### config.mk
export PLATFORM = sky130hd
export DESIGN_NAME = diff_sample_window
export DESIGN_NICKNAME = d
export VERILOG_FILES = /design/src/rtl/dsw_pkg.sv /design/src/rtl/dsw_strobe_arm.sv /design/src/rtl/dsw_sample_cond.sv /design/src/rtl/dsw_window_store.sv /design/src/rtl/diff_sample_window.sv
export SDC_FILE = /design/constraint.sdc
export NUM_CORES = 1
export LEC_CHECK = 0
export CAP_MARGIN = 20
export CORE_ASPECT_RATIO = 0.5
export CORE_MARGIN = 8
export CORE_UTILIZATION = 60
export CTS_CLUSTER_SIZE = 14
export DETAILED_ROUTE_END_ITERATION = 10
export DONT_BUFFER_PORTS = 1
export MAX_ROUTING_LAYER = met4
export PLACE_DENSITY_LB_ADDON = 0.3
export SYNTH_ARGS = -nofsm -noshare
export SYNTH_HDL_FRONTEND = slang
export SYNTH_SLANG_ARGS = --single-unit
### constraint.sdc
create_clock -name clk -period 3 [get_ports clk]
set_input_delay 0.15 -clock clk [delete_from_list [all_inputs] [get_ports clk]]
set_output_delay 0.15 -clock clk [all_outputs]
set_load 0.1 [all_outputs]
### src/rtl/dsw_pkg.sv
package dsw_pkg;
  typedef enum logic [0:0] {
    CONV_IDLE = 1'b0,
    CONV_WAIT = 1'b1
  } conv_state_t;
endpackage

### src/rtl/dsw_strobe_arm.sv
module dsw_strobe_arm (
  input  logic clk,
  input  logic rst_n,
  input  logic strobe_i,
  input  logic launch_i,
  output logic strobe_low_o,
  output logic armed_o
);
  logic meta_q, sync_q, armed_q;

  always_ff @(posedge clk or negedge rst_n) begin
    if (!rst_n) begin
      meta_q  <= 1'b0;
      sync_q  <= 1'b0;
      armed_q <= 1'b0;
    end else begin
      meta_q <= strobe_i;
      sync_q <= meta_q;
      if (launch_i)    armed_q <= 1'b0;
      else if (sync_q) armed_q <= 1'b1;
    end
  end

  assign strobe_low_o = ~sync_q;
  assign armed_o      = armed_q;
endmodule

### src/rtl/dsw_sample_cond.sv
module dsw_sample_cond #(
  parameter int ADC_W  = 12,
  parameter int OFFSET = 1638,
  localparam int SW    = ADC_W + 1
) (
  input  logic [ADC_W-1:0]     code_i,
  output logic signed [SW-1:0] samp_o,
  output logic [SW-1:0]        mag_o
);
  localparam logic signed [SW-1:0] OFS_S = SW'(OFFSET);

  function automatic logic signed [SW-1:0] strip_shift(input logic [ADC_W-1:0] c);
    return $signed({1'b0, c}) - OFS_S;
  endfunction

  function automatic logic [SW-1:0] rectify(input logic signed [SW-1:0] s);
    return s[SW-1] ? SW'(-s) : SW'(s);
  endfunction

  assign samp_o = strip_shift(code_i);
  assign mag_o  = rectify(samp_o);
endmodule

### src/rtl/dsw_window_store.sv
module dsw_window_store #(
  parameter int SW     = 13,
  parameter int N_SAMP = 13,
  localparam int CW    = $clog2(N_SAMP)
) (
  input  logic                 clk,
  input  logic                 rst_n,
  input  logic                 take_i,
  input  logic signed [SW-1:0] samp_i,
  input  logic [SW-1:0]        mag_i,
  output logic [N_SAMP*SW-1:0] data_o,
  output logic [SW-1:0]        peak_o,
  output logic                 full_o
);
  localparam logic [CW-1:0] LAST = CW'(N_SAMP - 1);

  logic [CW-1:0] idx_q;
  logic [SW-1:0] peak_q;
  logic          full_q;

  always_ff @(posedge clk or negedge rst_n) begin
    if (!rst_n) begin
      idx_q  <= '0;
      peak_q <= '0;
      full_q <= 1'b0;
    end else begin
      full_q <= take_i && (idx_q == LAST);
      if (take_i) begin
        idx_q <= (idx_q == LAST) ? '0 : idx_q + 1'b1;
        if (idx_q == '0)          peak_q <= mag_i;
        else if (mag_i > peak_q)  peak_q <= mag_i;
      end
    end
  end

  for (genvar g = 0; g < N_SAMP; g++) begin : g_slot
    logic [SW-1:0] slot_q;
    always_ff @(posedge clk or negedge rst_n) begin
      if (!rst_n)                            slot_q <= '0;
      else if (take_i && idx_q == CW'(g))    slot_q <= samp_i;
    end
    assign data_o[g*SW +: SW] = slot_q;
  end

  assign peak_o = peak_q;
  assign full_o = full_q;
endmodule

### src/rtl/diff_sample_window.sv
module diff_sample_window #(
  parameter int ADC_W  = 12,
  parameter int N_SAMP = 13,
  parameter int OFFSET = 1638,
  localparam int SW    = ADC_W + 1
) (
  input  logic                 clk,
  input  logic                 rst_n,
  input  logic                 strobe_i,
  output logic                 adc_start_o,
  input  logic                 adc_done_i,
  input  logic [ADC_W-1:0]     adc_data_i,
  output logic                 win_valid_o,
  output logic [N_SAMP*SW-1:0] win_data_o,
  output logic [SW-1:0]        win_peak_o
);
  import dsw_pkg::*;

  conv_state_t state_q;
  logic        start_q;
  logic        strobe_low_w, armed_w, fire_w, busy_w, sample_take;
  logic signed [SW-1:0] samp_w;
  logic [SW-1:0]        mag_w;

  assign busy_w      = (state_q == CONV_WAIT);
  assign fire_w      = (state_q == CONV_IDLE) && armed_w && strobe_low_w;
  assign sample_take = busy_w && adc_done_i;

  always_ff @(posedge clk or negedge rst_n) begin
    if (!rst_n) begin
      state_q <= CONV_IDLE;
      start_q <= 1'b0;
    end else begin
      start_q <= fire_w;
      if (fire_w)           state_q <= CONV_WAIT;
      else if (sample_take) state_q <= CONV_IDLE;
    end
  end

  assign adc_start_o = start_q;

  dsw_strobe_arm u_arm (
    .clk          (clk),
    .rst_n        (rst_n),
    .strobe_i     (strobe_i),
    .launch_i     (fire_w),
    .strobe_low_o (strobe_low_w),
    .armed_o      (armed_w)
  );

  dsw_sample_cond #(.ADC_W(ADC_W), .OFFSET(OFFSET)) u_cond (
    .code_i (adc_data_i),
    .samp_o (samp_w),
    .mag_o  (mag_w)
  );

  dsw_window_store #(.SW(SW), .N_SAMP(N_SAMP)) u_store (
    .clk    (clk),
    .rst_n  (rst_n),
    .take_i (sample_take),
    .samp_i (samp_w),
    .mag_i  (mag_w),
    .data_o (win_data_o),
    .peak_o (win_peak_o),
    .full_o (win_valid_o)
  );
endmodule

==> metrics.log <==
INFO  metric cts.repair_timing.setup_buffer_count = 0
INFO  metric timing.critical_path.buf_inv = 1
INFO  metric clock_path_buffers = 2
INFO  metric drt_pre_antenna_iters = 5
INFO  metric edff_count_synth = 0
INFO  metric ys_warn_count = 0
INFO  metric gp_congestion = around 0.85
INFO  metric grt-ovfl-total = 0
INFO  metric slew_headroom = 33.1%
INFO  metric clk_root_buffer_cell = clkbuf_16
INFO  metric cts_tree = done
INFO  metric cp.required = 3310 ps
INFO  metric synth.cell_area = 7830 um^2
INFO  metric cell_family_with_the_largest_share_of_critical_path_delay = simple AND/OR/NAND/NOR gates
INFO  metric netlist.top_cell.by_area = dfrtp_1
INFO  metric diodes = 0
INFO  metric layout.cells.most_common_list = dfrtp_1, nand2_1, o21ai_0, buf_4, mux2_2
INFO  metric ys.flop_type = dfrtp_1
INFO  metric n_fill_cell = 957
INFO  metric sequential_share_of_the_synthesized_area = 61.4%
INFO  metric place_inst = 897
INFO  metric post_route_cells_drive_above_1_share = 15.6%
INFO  metric grt_first_pass_wirelength = around 31000 um
INFO  metric crit_path_max_fanout = 9
INFO  metric final.period_utilization = 88.2%
INFO  metric worst_hold_path_type = input port to asynchronous set/reset pin
INFO  metric hold_buffers = 4
INFO  metric max_stage_delay = between 300 and 400 ps
INFO  metric max_freq = 0.378 GHz
INFO  metric synth_top_cell_area_share = 61.4%
INFO  metric vias_per_inst = 5.69
INFO  metric finalCriticalPeriod = between 2000 and 3000 ps
INFO  metric grt_max_degree = 193
INFO  metric design.core.area = 12700 um^2
INFO  metric layout.nets = between 700 and 800
INFO  metric dp.final_hpwl = approximately 15000 um
INFO  metric boundaryPins = 200
INFO  metric cts_made_buffers = 17
INFO  metric dr.first_iter.drc_count = 555
INFO  metric synth.distinct_cells = between 40 and 50
INFO  metric path_class = input port to register
INFO  metric syn-instance-count = between 700 and 800
INFO  metric failed_checks = negative hold slack
INFO  metric fin_skew = 12.5 ps
INFO  metric routed_wirelength = 20600 um
INFO  metric timing.critical_path.cells = ha_2, nor3_2, xor2_2, nor3b_2, nand3_1, o31ai_2, ha_1, nand4_1, nor3_2, o211ai_1, o211ai_1, a22o_1, buf_4, mux2_2
INFO  metric unrepaired_setup_endpoints_after_global_routing = no
INFO  metric dieHeight = between 90 and 100 um
INFO  metric net_count_after_synthesis = around 770
INFO  metric route.detailed.drc = 0
INFO  metric worstMarginPinSlew = about 1000 ps
INFO  metric global_route.usage.total = 24.3%
INFO  metric rows = 29
INFO  metric final-max-slew-violation-count = 0
INFO  metric areaGrowthSynthToFinish = 12.3%
INFO  metric numPortBuffers = 0
INFO  metric top_cells_by_area_in_the_synthesized_netlist = dfrtp_1, o21ai_0, nand2_1, mux2_2, ha_1
INFO  metric worstPathArrival = 2960 ps
INFO  metric die_w = 178 um
INFO  metric synthArstFlopShare = 100%
INFO  metric slowest_stage = mux2_2
INFO  metric vias = around 5300
INFO  metric final-setup-viol-count = 0
INFO  metric ant_nets = 0
INFO  metric hold-worst-slack = -582 ps
INFO  metric cts_resized = 0
INFO  metric layout.cells.most_common = dfrtp_1
INFO  metric avg_synthesized_cell_area = between 10 and 15 um^2
INFO  metric tritoncts_num_sinks = around 190
INFO  metric drv_cap = 0
INFO  metric routedWlPerCell = around 22 um
INFO  metric timing.final.hold_violations = 192
INFO  metric startpoint_type = input port
INFO  metric grt_pass1_vias = between 5000 and 6000
INFO  metric worst_skew_pair_later_pin_latency = 420 ps
INFO  metric worstSetupEndpointType = register
INFO  metric yosys_register_bits = 192
INFO  metric die_area = 17200 um^2
INFO  metric htree_levels = 4
INFO  metric status = finished with violations
INFO  metric final-instance-count-excl-fill = ~930
INFO  metric starting_density_of_the_core = 61.6%
INFO  metric antenna_found_initial = 0
INFO  metric cts.reportedPaths.clkPinSlew = ~80 ps
path summary, 6_finish.rpt:
path / start / to / slack [ps] / cells past startpoint
min reg2reg: u_arm.meta_q / u_arm.sync_q / 360 / 0
min in group clk: adc_data_i[8] / u_store.g_slot[6].slot_q[8] / 40 / 2
max in group asynchronous: rst_n / u_store.g_slot[12].slot_q[8] / 3140 / 0
max reg2reg: busy_w / u_store.g_slot[3].slot_q[2] / 510 / 4
min: rst_n / u_store.peak_o[4] / -580 / 0
max: adc_data_i[1] / u_store.peak_o[7] / 350 / 14
registers in the layout (all words and copies together) (netlist names):
name / count
u_store.idx_q: 4
busy_w: 1
u_arm.armed_o: 1
adc_start_o: 1
u_store.g_slot.slot_q: 169
u_store.peak_o: 13
u_arm.meta_q: 1
u_store.full_o: 1
u_arm.sync_q: 1
logic make-up (layout without fill, tap and decap cells):
logic type | after synthesis | count (layout) | synth area share, %
xor+xnor | 16 | 16 | 2.51
flops | 192 | 192 | 61.4
simple gates | 226 | 226 | 11.7
fa+ha+maj | 20 | 20 | 3.20
other cells | 1 | 1 | 0.0479
compound gates | 190 | 190 | 13.8
buf+inv | 64 | 91 | 3.41
mux | 27 | 27 | 3.92
per-stage QoR:
step / area [um^2] / utilization [%] / hold slack [ps] / worst slack [ps] / TNS, ps
final: 8790 / 69.2 / -582 / 353 / 0
after global routing: 8790 / 69.2 / -602 / 76.7 / 0
after CTS: 8790 / 69.2 / -600 / 341 / 0
after detailed placement: 8140 / 64.1 / -140 / -109 / -948
after global placement: 8140 / 64.1 / -139 / -23.1 / -154
after floorplan: 7850 / - / -146 / 7.33 / 0
metal layers:
| metal | GRT usage (%) | part of all wire (%) | up-vias |
|---|---|---|---|
| met1 | 31.6 | 43 | 2645 |
| met3 | 8.69 | 10 | 16 |
| li1 | - | - | 2475 |
| met2 | 36.0 | 46 | 169 |
| met4 | 5.92 | 0.72 | 0 |
| met5 | - | 0 | - |
cell usage after synthesis (all sizes together) (6+ instances only):
cell type and count:
o21ai 160, clkbuf 39, inv 19, nor2 15, xnor2 12, ha 20, nand3 10, mux2 26
a21oi 12, dfrtp 192, nand2 188, buf 6
final cells by class:
class	count	area (um^2)	share of cell area (%)
Clock buffer	18	439	5.00
Clock inverter	14	168	1.91
Inverter	19	71.3	0.811
Multi-Input combinational cell	480	2780	31.7
Sequential cell	192	4800	54.7
Tap cell	170	213	2.42
Timing Repair Buffer	40	310	3.53
Power is left out: the tool's default activity adds up to more than one toggle a clock period on the data nets, which glitch-free logic cannot reach.
